`config.mk`:
```
export PLATFORM = sky130hd
export DESIGN_NAME = serpot_bank
export DESIGN_NICKNAME = d
export VERILOG_FILES = /design/src/rtl/serpot_pkg.sv /design/src/rtl/serpot_sync.sv /design/src/rtl/serpot_edge.sv /design/src/rtl/serpot_shift.sv /design/src/rtl/serpot_regs.sv /design/src/rtl/serpot_bank.sv
export SDC_FILE = /design/constraint.sdc
export NUM_CORES = 1
export LEC_CHECK = 0
export ABC_CLOCK_PERIOD_IN_PS = 4500
export BUFFER_PORTS_ARGS = -buffer_cell sky130_fd_sc_hd__clkbuf_2
export CAP_MARGIN = 20
export CORE_MARGIN = 1.5
export CORE_UTILIZATION = 50
export CTS_CLUSTER_DIAMETER = 200
export DETAILED_ROUTE_END_ITERATION = 16
export PLACE_DENSITY = 0.73
export SYNTH_ARGS = -nofsm -noshare
export SYNTH_HDL_FRONTEND = slang
export SYNTH_SLANG_ARGS = --single-unit
```
`constraint.sdc`:
```
create_clock -name clk -period 4.5 [get_ports clk]
set_clock_uncertainty 0.1 [all_clocks]
set_input_delay 0.9 -clock clk [delete_from_list [all_inputs] [get_ports clk]]
set_output_delay 0.9 -clock clk [all_outputs]
set_load 0.01 [all_outputs]
```
`src/rtl/serpot_pkg.sv`:
```
package serpot_pkg;

  // Order of the serial pins inside the synchronizer bus
  typedef struct packed {
    logic csn;
    logic sck;
    logic sdi;
  } ser_bus_t;

  localparam int SER_W = $bits(ser_bus_t);

  // Idle value of the serial pins: chip select high, clock low, data low
  localparam ser_bus_t SER_IDLE = '{csn: 1'b1, sck: 1'b0, sdi: 1'b0};

  // Midscale code: the top bit set, all others clear
  function automatic int unsigned mid_code(input int unsigned dw);
    return 32'd1 << (dw - 1);
  endfunction

endpackage

```
`src/rtl/serpot_sync.sv`:
```
module serpot_sync #(
  parameter int          W       = 3,
  parameter int          STAGES  = 2,
  parameter logic [W-1:0] RST_VAL = '0
) (
  input  logic         clk,
  input  logic         rst_n,
  input  logic [W-1:0] async_i,
  output logic [W-1:0] lvl_o
);

  logic [W-1:0] stg_q [STAGES];

  always_ff @(posedge clk or negedge rst_n) begin
    if (!rst_n) begin
      for (int s = 0; s < STAGES; s++) stg_q[s] <= RST_VAL;
    end else begin
      stg_q[0] <= async_i;
      for (int s = 1; s < STAGES; s++) stg_q[s] <= stg_q[s-1];
    end
  end

  assign lvl_o = stg_q[STAGES-1];

endmodule

```
`src/rtl/serpot_edge.sv`:
```
module serpot_edge #(
  parameter logic RST_VAL = 1'b0
) (
  input  logic clk,
  input  logic rst_n,
  input  logic lvl_i,
  output logic rise_o,
  output logic fall_o
);

  logic prv_q;

  always_ff @(posedge clk or negedge rst_n) begin
    if (!rst_n) prv_q <= RST_VAL;
    else        prv_q <= lvl_i;
  end

  assign rise_o = lvl_i & ~prv_q;
  assign fall_o = ~lvl_i & prv_q;

endmodule

```
`src/rtl/serpot_shift.sv`:
```
module serpot_shift #(
  parameter int FW = 10
) (
  input  logic          clk,
  input  logic          rst_n,
  input  logic          shift_en_i,
  input  logic          bit_i,
  input  logic          out_en_i,
  output logic [FW-1:0] frame_o,
  output logic          dout_o
);

  // Newest bit enters at bit 0; the oldest leaves from the top
  always_ff @(posedge clk or negedge rst_n) begin
    if (!rst_n)          frame_o <= '0;
    else if (shift_en_i) frame_o <= {frame_o[FW-2:0], bit_i};
  end

  // Cascade output is refreshed only after a falling serial clock
  always_ff @(posedge clk or negedge rst_n) begin
    if (!rst_n)        dout_o <= 1'b0;
    else if (out_en_i) dout_o <= frame_o[FW-1];
  end

  // the frame register moves only on an enabled shift
  p_shift_hold_r3: assert property (@(posedge clk) disable iff (!rst_n)
    !shift_en_i |=> $stable(frame_o));

  // the cascade output moves only after a falling serial clock
  p_dout_on_fall_r7: assert property (@(posedge clk) disable iff (!rst_n)
    !out_en_i |=> $stable(dout_o));

endmodule

```
`src/rtl/serpot_regs.sv`:
```
module serpot_regs
  import serpot_pkg::*;
#(
  parameter int NCH = 4,
  parameter int DW  = 8,
  parameter int AW  = 2
) (
  input  logic              clk,
  input  logic              rst_n,
  input  logic              load_i,
  input  logic [AW-1:0]     addr_i,
  input  logic [DW-1:0]     data_i,
  output logic [NCH*DW-1:0] codes_o,
  output logic              stb_o,
  output logic [AW-1:0]     idx_o
);

  localparam logic [DW-1:0] MID = DW'(mid_code(DW));

  for (genvar ch = 0; ch < NCH; ch++) begin : g_chan
    logic [DW-1:0] code_q;
    logic          hit;

    assign hit = load_i && (addr_i == AW'(ch));

    always_ff @(posedge clk or negedge rst_n) begin
      if (!rst_n)   code_q <= MID;
      else if (hit) code_q <= data_i;
    end

    assign codes_o[ch*DW +: DW] = code_q;

    // a load aimed elsewhere leaves this channel alone
    p_only_addressed_r5: assert property (@(posedge clk) disable iff (!rst_n)
      (stb_o && idx_o != AW'(ch)) |-> $stable(codes_o[ch*DW +: DW]));
  end

  always_ff @(posedge clk or negedge rst_n) begin
    if (!rst_n) begin
      stb_o <= 1'b0;
      idx_o <= '0;
    end else begin
      stb_o <= load_i;
      if (load_i) idx_o <= addr_i;
    end
  end

  // the update strobe never lasts two cycles
  p_stb_single_r8: assert property (@(posedge clk) disable iff (!rst_n)
    stb_o |=> !stb_o);

endmodule

```
`src/rtl/serpot_bank.sv`:
```
module serpot_bank
  import serpot_pkg::*;
#(
  parameter int NCH         = 4,
  parameter int DW          = 8,
  parameter int SYNC_STAGES = 2,
  localparam int AW         = (NCH > 1) ? $clog2(NCH) : 1
) (
  input  logic              clk,
  input  logic              rst_n,
  input  logic              ser_clk,
  input  logic              ser_din,
  input  logic              ser_csn,
  output logic              ser_dout,
  output logic [NCH*DW-1:0] chan_codes,
  output logic              upd_stb,
  output logic [AW-1:0]     upd_idx
);

  localparam int FW = AW + DW;

  // Field extraction from the frame register (address sits above the data)
  function automatic logic [AW-1:0] frame_addr(input logic [FW-1:0] f);
    return f[FW-1 -: AW];
  endfunction

  function automatic logic [DW-1:0] frame_data(input logic [FW-1:0] f);
    return f[DW-1:0];
  endfunction

  ser_bus_t      pins_raw, pins_syn;
  logic          sck_rise, sck_fall;
  logic          cs_prv_q, cs_rise;
  logic          shift_en;
  logic [FW-1:0] frame;

  assign pins_raw = '{csn: ser_csn, sck: ser_clk, sdi: ser_din};

  serpot_sync #(
    .W       (SER_W),
    .STAGES  (SYNC_STAGES),
    .RST_VAL (SER_IDLE)
  ) sync_i (
    .clk     (clk),
    .rst_n   (rst_n),
    .async_i (pins_raw),
    .lvl_o   (pins_syn)
  );

  serpot_edge #(.RST_VAL(1'b0)) sck_edge_i (
    .clk    (clk),
    .rst_n  (rst_n),
    .lvl_i  (pins_syn.sck),
    .rise_o (sck_rise),
    .fall_o (sck_fall)
  );

  always_ff @(posedge clk or negedge rst_n) begin
    if (!rst_n) cs_prv_q <= 1'b1;
    else        cs_prv_q <= pins_syn.csn;
  end

  assign cs_rise  = pins_syn.csn & ~cs_prv_q;
  assign shift_en = sck_rise & ~pins_syn.csn;

  serpot_shift #(.FW(FW)) shift_i (
    .clk        (clk),
    .rst_n      (rst_n),
    .shift_en_i (shift_en),
    .bit_i      (pins_syn.sdi),
    .out_en_i   (sck_fall),
    .frame_o    (frame),
    .dout_o     (ser_dout)
  );

  serpot_regs #(.NCH(NCH), .DW(DW), .AW(AW)) regs_i (
    .clk     (clk),
    .rst_n   (rst_n),
    .load_i  (cs_rise),
    .addr_i  (frame_addr(frame)),
    .data_i  (frame_data(frame)),
    .codes_o (chan_codes),
    .stb_o   (upd_stb),
    .idx_o   (upd_idx)
  );

  // codes stay put in every cycle without a load
  p_codes_hold_r4: assert property (@(posedge clk) disable iff (!rst_n)
    !upd_stb |-> $stable(chan_codes));

  // a detected chip select rise is followed at once by the strobe for the framed address
  p_csrise_loads_r9: assert property (@(posedge clk) disable iff (!rst_n)
    cs_rise |=> (upd_stb && upd_idx == $past(frame_addr(frame))));

endmodule

```
-- After elaboration in Yosys (flattened, before gate mapping)
Cells that the tools add are included.
- register bits after elaboration: 54
- latch bits: 0
- RAM bits: 0
- bits in read-only memories: 0
- output and inout bits: 36
- memories kept: 0
- $add $sub $neg: 0
- $mul: 0
- divide/modulo/power cells: 0
- $lt $le $gt $ge: 0
- eq/ne operators: 3
- shift operators: 0
- multiplexer cells: 0
- bitwise operators: 8
- reduce and logical (&&, ||, !) cells: 5
- operators with widths (operator ; number):
    1-bit AND ; 4
    2-bit equality test, second input constant ; 2
    1-bit logical AND ; 4
    1-bit NOT ; 4
    2-bit by 1-bit equality test with 1-bit output, second input constant ; 1
    2-bit logical NOT ; 1

-- Logic depth before layout (Yosys ltp)
Gate-level depths: netlist (run 1).
- depth in word-level cells: 3
- depth in mapped cells: 3
- mapped depth without buffers: 2

-- Modules after synthesis
A second synthesis (run 1) with hierarchy kept.
- cell total of the unflattened synthesis: 112
- area, all modules: 2030.7 um^2
- by module, submodules not included (module ; instances ; cells each ; area each (um^2) ; seq. area each (um^2)):
    serpot_regs ; 1 ; 74 ; 1326.3 ; 880.8
    serpot_shift ; 1 ; 23 ; 447.9 ; 275.3
    serpot_sync ; 1 ; 9 ; 175.2 ; 152.6
    serpot_bank ; 1 ; 3 ; 41.3 ; 26.3
    serpot_edge ; 1 ; 3 ; 40.0 ; 25.0

-- Least setup slack after synthesis (run 1)
OpenSTA, ideal clock, no wires.
- path kind: flip-flop to flip-flop
- start point: register sync_i.stg_q (netlist bit sync_i.lvl_o[2])
- end point: register regs_i.g_chan[1].code_q[0]
- library setup time: 0.125 ns
- arrival time: 1.347 ns
- slack: 2.929 ns
- stages on the path, launching flop included: 4
- path buffers: 1
- clock period less this slack: 1.571 ns
- path through: dfstp_2 > nor4bb_1 > buf_2 > mux2_2
- cells in the longest elaborated chain, start to end: 2
- RTL lines (item ; RTL line ; text):
    start, declared ; serpot_sync.sv:12 ; logic [W-1:0] stg_q [STAGES];
    1-bit AND ; serpot_bank.sv:63 ; assign cs_rise = pins_syn.csn & ~cs_prv_q;
    1-bit logical AND ; serpot_regs.sv:24 ; assign hit = load_i && (addr_i == AW'(ch));
    end signal, assigned ; serpot_regs.sv:28 ; else if (hit) code_q <= data_i;
    end, declared ; serpot_regs.sv:21 ; logic [DW-1:0] code_q;
No other way between the ends.
A chain may end at the register's enable or synchronous reset.

-- Worst setup path in the final report (run 1)
Same ends and word-level chain as after synthesis.

==> results.md, run 1 <==
* Status: completed
* Max-cap viol count at 0
* Final setup viols at 0
* DRT Pass-1 Iters at 3
* Clk_lat worst skew at about 300 ps
* WS Path Type: flip-flop to flip-flop
* Share of total power in the clock network at 0.233
* Die extent in y at 65.7 um
* Main combinational cell family by area after synthesis: multiplexers
* Nature of the critical path startpoint: flip-flop
* Sw frac at 0.276
* Mux cell area share after synthesis at 0.258
* Finished Layout Cells at 205
* Compound-Gate Fraction of Synth Area at 0
* # IOs at ~40
* CTS root buf: clkbuf_8
* FF-to-FF setup slack at ~2400 ps
* Cts bufs inserted at 5
* CTS tree: built
* Buffers on Ports at 40
* GRT Util Overall at 0.180
* Max transition margin at 0.324
* Async set-reset flop share out of synthesis at 1.00
* Critical path fanouts, max at 8
* Placed wire-length estimate at 2220 um
* Routed vias at 1,048
* Starting Density at 0.529
* WL/cell at 16.0 um
* CP Capture Type: flip-flop
* Synth cell types at 11
* Syn Inst Count at between 100 and 150
* Placed cells at 197
* Met1 Use GR at 0.240
* GRT overflow at 0
* Die Footprint at about 4300 um^2
* GR Layer Usage met3 at 0.0616
* Power share of the sequential group at 0.581
* Post-synth top cells: dfrtp_1, mux2_2, dfstp_2
* Post-synth EDFFs at 0
* Synth area leaders: dfrtp_1, mux2_2, dfstp_2, nor4b_4, buf_2
* Leak at 1.21 nW
* Post_cts resized at 0
* Flops & latches, synth at 54
* Top-area cell type share of the netlist area at 0.598
* Routability cong. at 0.719
* Max Transition Viols Final at 0
* Row count at 22
* Syn_area_per_cell at 17.9 um^2
* Routed wire length at 3290 um
* WP data required at 4590 ps
* Clock transition at path regs at 90 ps
* Antenna diodes at 0
* First-pass GRT wire length at between 5000 and 6000 um
* Xor/xnor share of the synthesized area at 0
* Synth Area in Adders at 0
* Routed Antenna Nets at 0
* Die width at approximately 66 um
* DP Worst Slack at ~2400 ps
* Clock Path Buffers at 2
* GR peak layer: met2
* Layout area overhead at 18.2%
* Count of final hold-check violations at 0
* Clock Sink Count at 54
* Synthesized cell area at roughly 2000 um^2
* Vias in the first global route at 1,082
* Vias per Instance at 5.11
* Peak supply drop at 256 uV
* Top cell type by total area after synthesis: dfrtp_1
* Routing usage on met2 at 0.269
* Combinational power share at 0.186
* Core Area at approximately 3700 um^2
* Max H-tree Level at 2
* Worst-margin pin slew at 999 ps
* Internal power at 0.828 mW
* Buffer count from post-CTS setup fixing at 0
* Highest clock rate at about 470 MHz
* Top FF cell, synth: dfrtp_1
* Syn. warnings at 0
* Pwr dens at 492 nW/um^2
* Fin crit share at 0.472
* Total negative setup slack at 0 ps
* NetSw at 0.316 mW
* Total Nets Final at 161
* Critical path arrival at 2210 ps
* Drc violations at 0
* RSZ-0062 raised after global routing: false
* Initial drt markers at 37
* Pin count of the biggest net entering global routing at 55
* Post-synthesis net count at 115
* Layout cells sized above 1 at 0.669
* Sequential-to-total area share from yosys stat at 0.691
* Final min period at 2130 ps
* Post-synthesis simple-gate area fraction at 0.0413
* Final setup margin at approximately 2400 ps
* Worst hold path type: flip-flop to flip-flop
* Hold-fix buffers at CTS at 0
* Most common cell in the netlist: dfrtp_1
* Antenna violations before repair at 0
[path summary, 6_finish.rpt]
| path | start | cells after the start | to |
|---|---|---|---|
| worst min register to register | sync_i.stg_q[4] | 0 | sync_i.lvl_o[1] |
| min in group asynchronous | rst_n | 2 | regs_i.stb_o |
| max in group asynchronous | rst_n | 2 | shift_i.frame_o[2] |
| worst max register to register | sync_i.lvl_o[2] | 2 | regs_i.g_chan[1].code_q[0] |
| worst max-delay path | sync_i.lvl_o[2] | 2 | regs_i.g_chan[1].code_q[0] |
| worst min-delay path | sync_i.stg_q[4] | 0 | sync_i.lvl_o[1] |
[layer usage]
metal  vias to the layer above  part of all wire
li1                        481                 -
met3                         7             0.048
met1                       532              0.44
met4                         0             0.021
met2                        28              0.49
met5                         -                 0
[per-stage QoR]
stage	hold WS [ps]	utilization	power (mW)	cell area [um^2]
CTS	250	0.626	1.16	2320
global placement	234	0.601	0.877	2230
global route	247	0.626	1.21	2320
finish	247	0.626	1.14	2320
floorplan	231	-	0.784	1970
detailed placement	238	0.601	0.893	2230
[logic make-up (layout without fill, tap and decap cells)]
family	Yosys count	in the layout
and+or+nand+nor	7	7
DFF	54	54
muxes	45	45
buffers and inverters	4	51
[sequential cells by signal (all words and copies together) (netlist names)]
register              count
regs_i.g_chan.code_q     32
shift_i.frame_o          10
sync_i.lvl_o              3
sync_i.stg_q              3
regs_i.idx_o              2
cs_prv_q                  1
regs_i.stb_o              1
sck_edge_i.prv_q          1
shift_i.dout_o            1
[area by class of cell]
class	count	area (um^2)
clock buffers	7	86.3
clock inverters	1	5.00
fillers	289	1390
inverters	1	3.75
multi-input cells	52	594
flip-flops and latches	54	1360
well taps	48	60.1
repair buffers	42	215
[power groups by stage]
stage	Combinational [mW]	Sequential (mW)	Clock (mW)
floorplan	0.104	0.680	0
global route	0.233	0.682	0.300
detailed placement	0.217	0.676	0
finish	0.212	0.665	0.267
CTS	0.217	0.667	0.275
global placement	0.210	0.667	0
[layout by cell type (no fill, tap or decap)]
| master | instances |
|---|---|
| clkbuf_8 | 6 |
| and4bb_2 | 1 |
| clkbuf_1 | 1 |
| nor4bb_2 | 1 |
| clkinv_2 | 1 |
| clkbuf_2 | 40 |
| nand2b_1 | 2 |
| inv_1 | 1 |
| dfstp_2 | 7 |
| nor4b_4 | 1 |
| nand4b_2 | 1 |
| nor3b_1 | 1 |
| mux2_2 | 45 |
| dfrtp_1 | 47 |
| buf_4 | 2 |
[critical path, cell delays in order (launching register included)]
cell and delay [ps]:
dfstp_2 600, nor4bb_2 890, mux2_2 410
(Power assumes the default switching activity.)
==> inputs of run 2 (changes only) <==
ABC_CLOCK_PERIOD_IN_PS = 2210   (was 4500)
clock period = 2.21 ns   (was 4.5 ns; I/O delays follow)
==> run 2 against run 1 <==
Against the previous run:
- final area is 0.81% higher
- highest routed layer unchanged
- wire length shrank 0.94%
- flip-flop and latch count stayed put
- worst setup slack lost 1800 ps
- sequential power rose by 100%
- non-clock buffer count rose by 4
- count of clock-buffer cells in the layout increased by 1
- critical path depth is 1 higher
- cell count rose by 2.0%
- first-iteration DRC count down 84%
- total power up 100%
- combinational power rose by 110%
==> results.md, run 2 (same netlist as run 1, synthesis figures left out) <==
* Hold-fix buffers at CTS at 0 (unchanged)
* Leak at 1.22 nW (+0.98%)
* Register area at 1360 um^2 (unchanged)
* Core Area at 3720 um^2 (unchanged)
* Die extent in y at 65.7 um (unchanged)
* Fin Hold WS at 4.89 ps (-242 ps)
* Vias in the first global route at 1,119 (+3.4%)
* Die width at 65.7 um (unchanged)
* First-pass GRT wire length at 5520 um (-0.23%)
* Max Transition Viols Final at 0 (unchanged)
* # IOs at 41 (unchanged)
* CP Capture Type: flip-flop
* Max transition margin at 0.638 (+0.314)
* Drc violations at 0 (unchanged)
* Pin count of the biggest net entering global routing at 24 (-56%)
* WP data required at 2300 ps (-2290 ps)
* Die Footprint at 4320 um^2 (unchanged)
* GRT Util Overall at 0.180 (about the same)
* Critical path arrival at 1760 ps (-450 ps)
* Finished Layout Cells at 209 (+2.0%)
* Vias per Instance at 5.17 (+1.2%)
* Max-cap viol count at 0 (unchanged)
* Largest register FFs at 32 (unchanged)
* Total negative setup slack at 0 ps (unchanged)
* Multi-input gate area at 594 um^2 (unchanged)
* Antenna violations before repair at 0 (unchanged)
* Initial drt markers at 6 (-84%)
* Max H-tree Level at 2 (unchanged)
* Layout cells sized above 1 at 0.665 (-0.00419)
* Clk_lat worst skew at 300 ps (about the same)
* Worst hold path type: primary input to asynchronous set/reset pin
* Total Nets Final at 165 (+2.5%)
* CP max stage delay at 600 ps (-290 ps)
* CP cell instances: nor4bb_2 > buf_4 > mux2_2
* Fin crit share at 0.757 (+0.284)
* Layout area overhead at 19.1%
* GRT overflow at 0 (unchanged)
* Antenna diodes at 0 (unchanged)
* Routed wire length at 3260 um (-0.94%)
* Worst-margin pin slew at 543 ps (-456 ps)
* WL/cell at 15.6 um (-2.8%)
* CTS tree: built
* Most flops, register: regs_i.g_chan.code_q
* Commonest non-fill, non-tap cell in the layout: dfrtp_1
* Routability cong. at 0.704 (-2.2%)
* # fillers at 288 (-0.35%)
* Clock transition at path regs at 90 ps (about the same)
* Buffer count from post-CTS setup fixing at 0 (unchanged)
* Clock Path Buffers at 2 (unchanged)
* Most frequent cells in the layout: dfrtp_1, mux2_2, clkbuf_2, dfstp_2, buf_4
* Final min period at 1670 ps (-454 ps)
* Placed cells at 201 (+2.0%)
* Pwr dens at 986 nW/um^2 (+100%)
* Cts bufs inserted at 5 (unchanged)
* Buffers on Ports at 40 (unchanged)
* Largest regs: regs_i.g_chan.code_q: 32 flops, shift_i.frame_o: 10 flops
* Routed vias at 1,081 (+3.1%)
* Slowest stage cell, crit path: dfstp_2
* Peak supply drop at 554 uV (+120%)
* Nature of the critical path startpoint: flip-flop
* FF-to-FF setup slack at 540 ps (-1840 ps)
* Clock Sink Count at 54 (unchanged)
* Highest clock rate at 598 MHz (+27%)
* Total power draw at 2.31 mW (+100%)
* Starting Density at 0.529 (unchanged)
* DRT Pass-1 Iters at 4 (+1)
* WS Path Type: flip-flop to flip-flop
* Routed Antenna Nets at 0 (unchanged)
* Status: completed
* CTS root buf: clkbuf_8
* Post_cts resized at 0 (unchanged)
* Row count at 22 (unchanged)
* Placed wire-length estimate at 2390 um (+7.4%)
* RSZ-0062 raised after global routing: false
* Critical path fanouts, max at 8 (unchanged)
* Count of final hold-check violations at 0 (unchanged)
* Final setup viols at 0 (unchanged)
## run 2: changes by cell type in the layout (fill, tap and decap cells not counted), sizes merged
cell,before,now
clkbuf,47,48
clkinv,1,0
buf,2,6
## run 2: worst max-delay path: cells and delay by family, from the launching register on
kind / cells / cell delay (ps)
mux: 1 / 350
buf+inv: 1 / 210
simple gates: 1 / 290
flops: 1 / 600
## run 2: path summary, 6_finish.rpt
path | start | end | cells past startpoint
min in group clk | ser_csn | sync_i.stg_q[5] | 1
setup reg to reg | sync_i.lvl_o[2] | regs_i.g_chan[1].code_q[0] | 3
max in group asynchronous | rst_n | regs_i.g_chan[1].code_q[7] | 2
hold / removal | rst_n | regs_i.idx_o[1] | 1
hold reg to reg | sync_i.stg_q[4] | sync_i.lvl_o[1] | 0
setup / recovery | sync_i.lvl_o[2] | regs_i.g_chan[1].code_q[0] | 3
## run 2: per-stage QoR
stage               utilization  area, um^2  setup slack (ps)
detailed placement        0.609        2260               557
CTS                       0.631        2340               528
floorplan                     -        1970               639
finish                    0.631        2340               538
global placement          0.609        2260               596
global route              0.631        2340               480
## run 2: layout make-up
type / count / share of cell area
timing repair buffer: 46 / 0.105
clock buffer: 8 / 0.0342
tap: 48 / 0.0256
inverter: 1 / 0.00160
multi-input combinational: 52 / 0.254
sequential: 54 / 0.580
## run 2: report_power, final
group	internal (mW)	total [mW]	leakage, nW	switching, mW
clock network	0.226	0.514	0.0395	0.288
logic	0.257	0.445	0.488	0.189
registers	1.19	1.35	0.692	0.165
total	1.67	2.31	1.22	0.642
## run 2: per-layer routing
metal / vias up / global-route usage / wire, um
met1: 554 / 0.225 / 1370
met3: 8 / 0.0668 / 185
li1: 491 / - / -
met2: 28 / 0.283 / 1640
met5: - / 0 / 0
met4: 0 / 0.0703 / 57
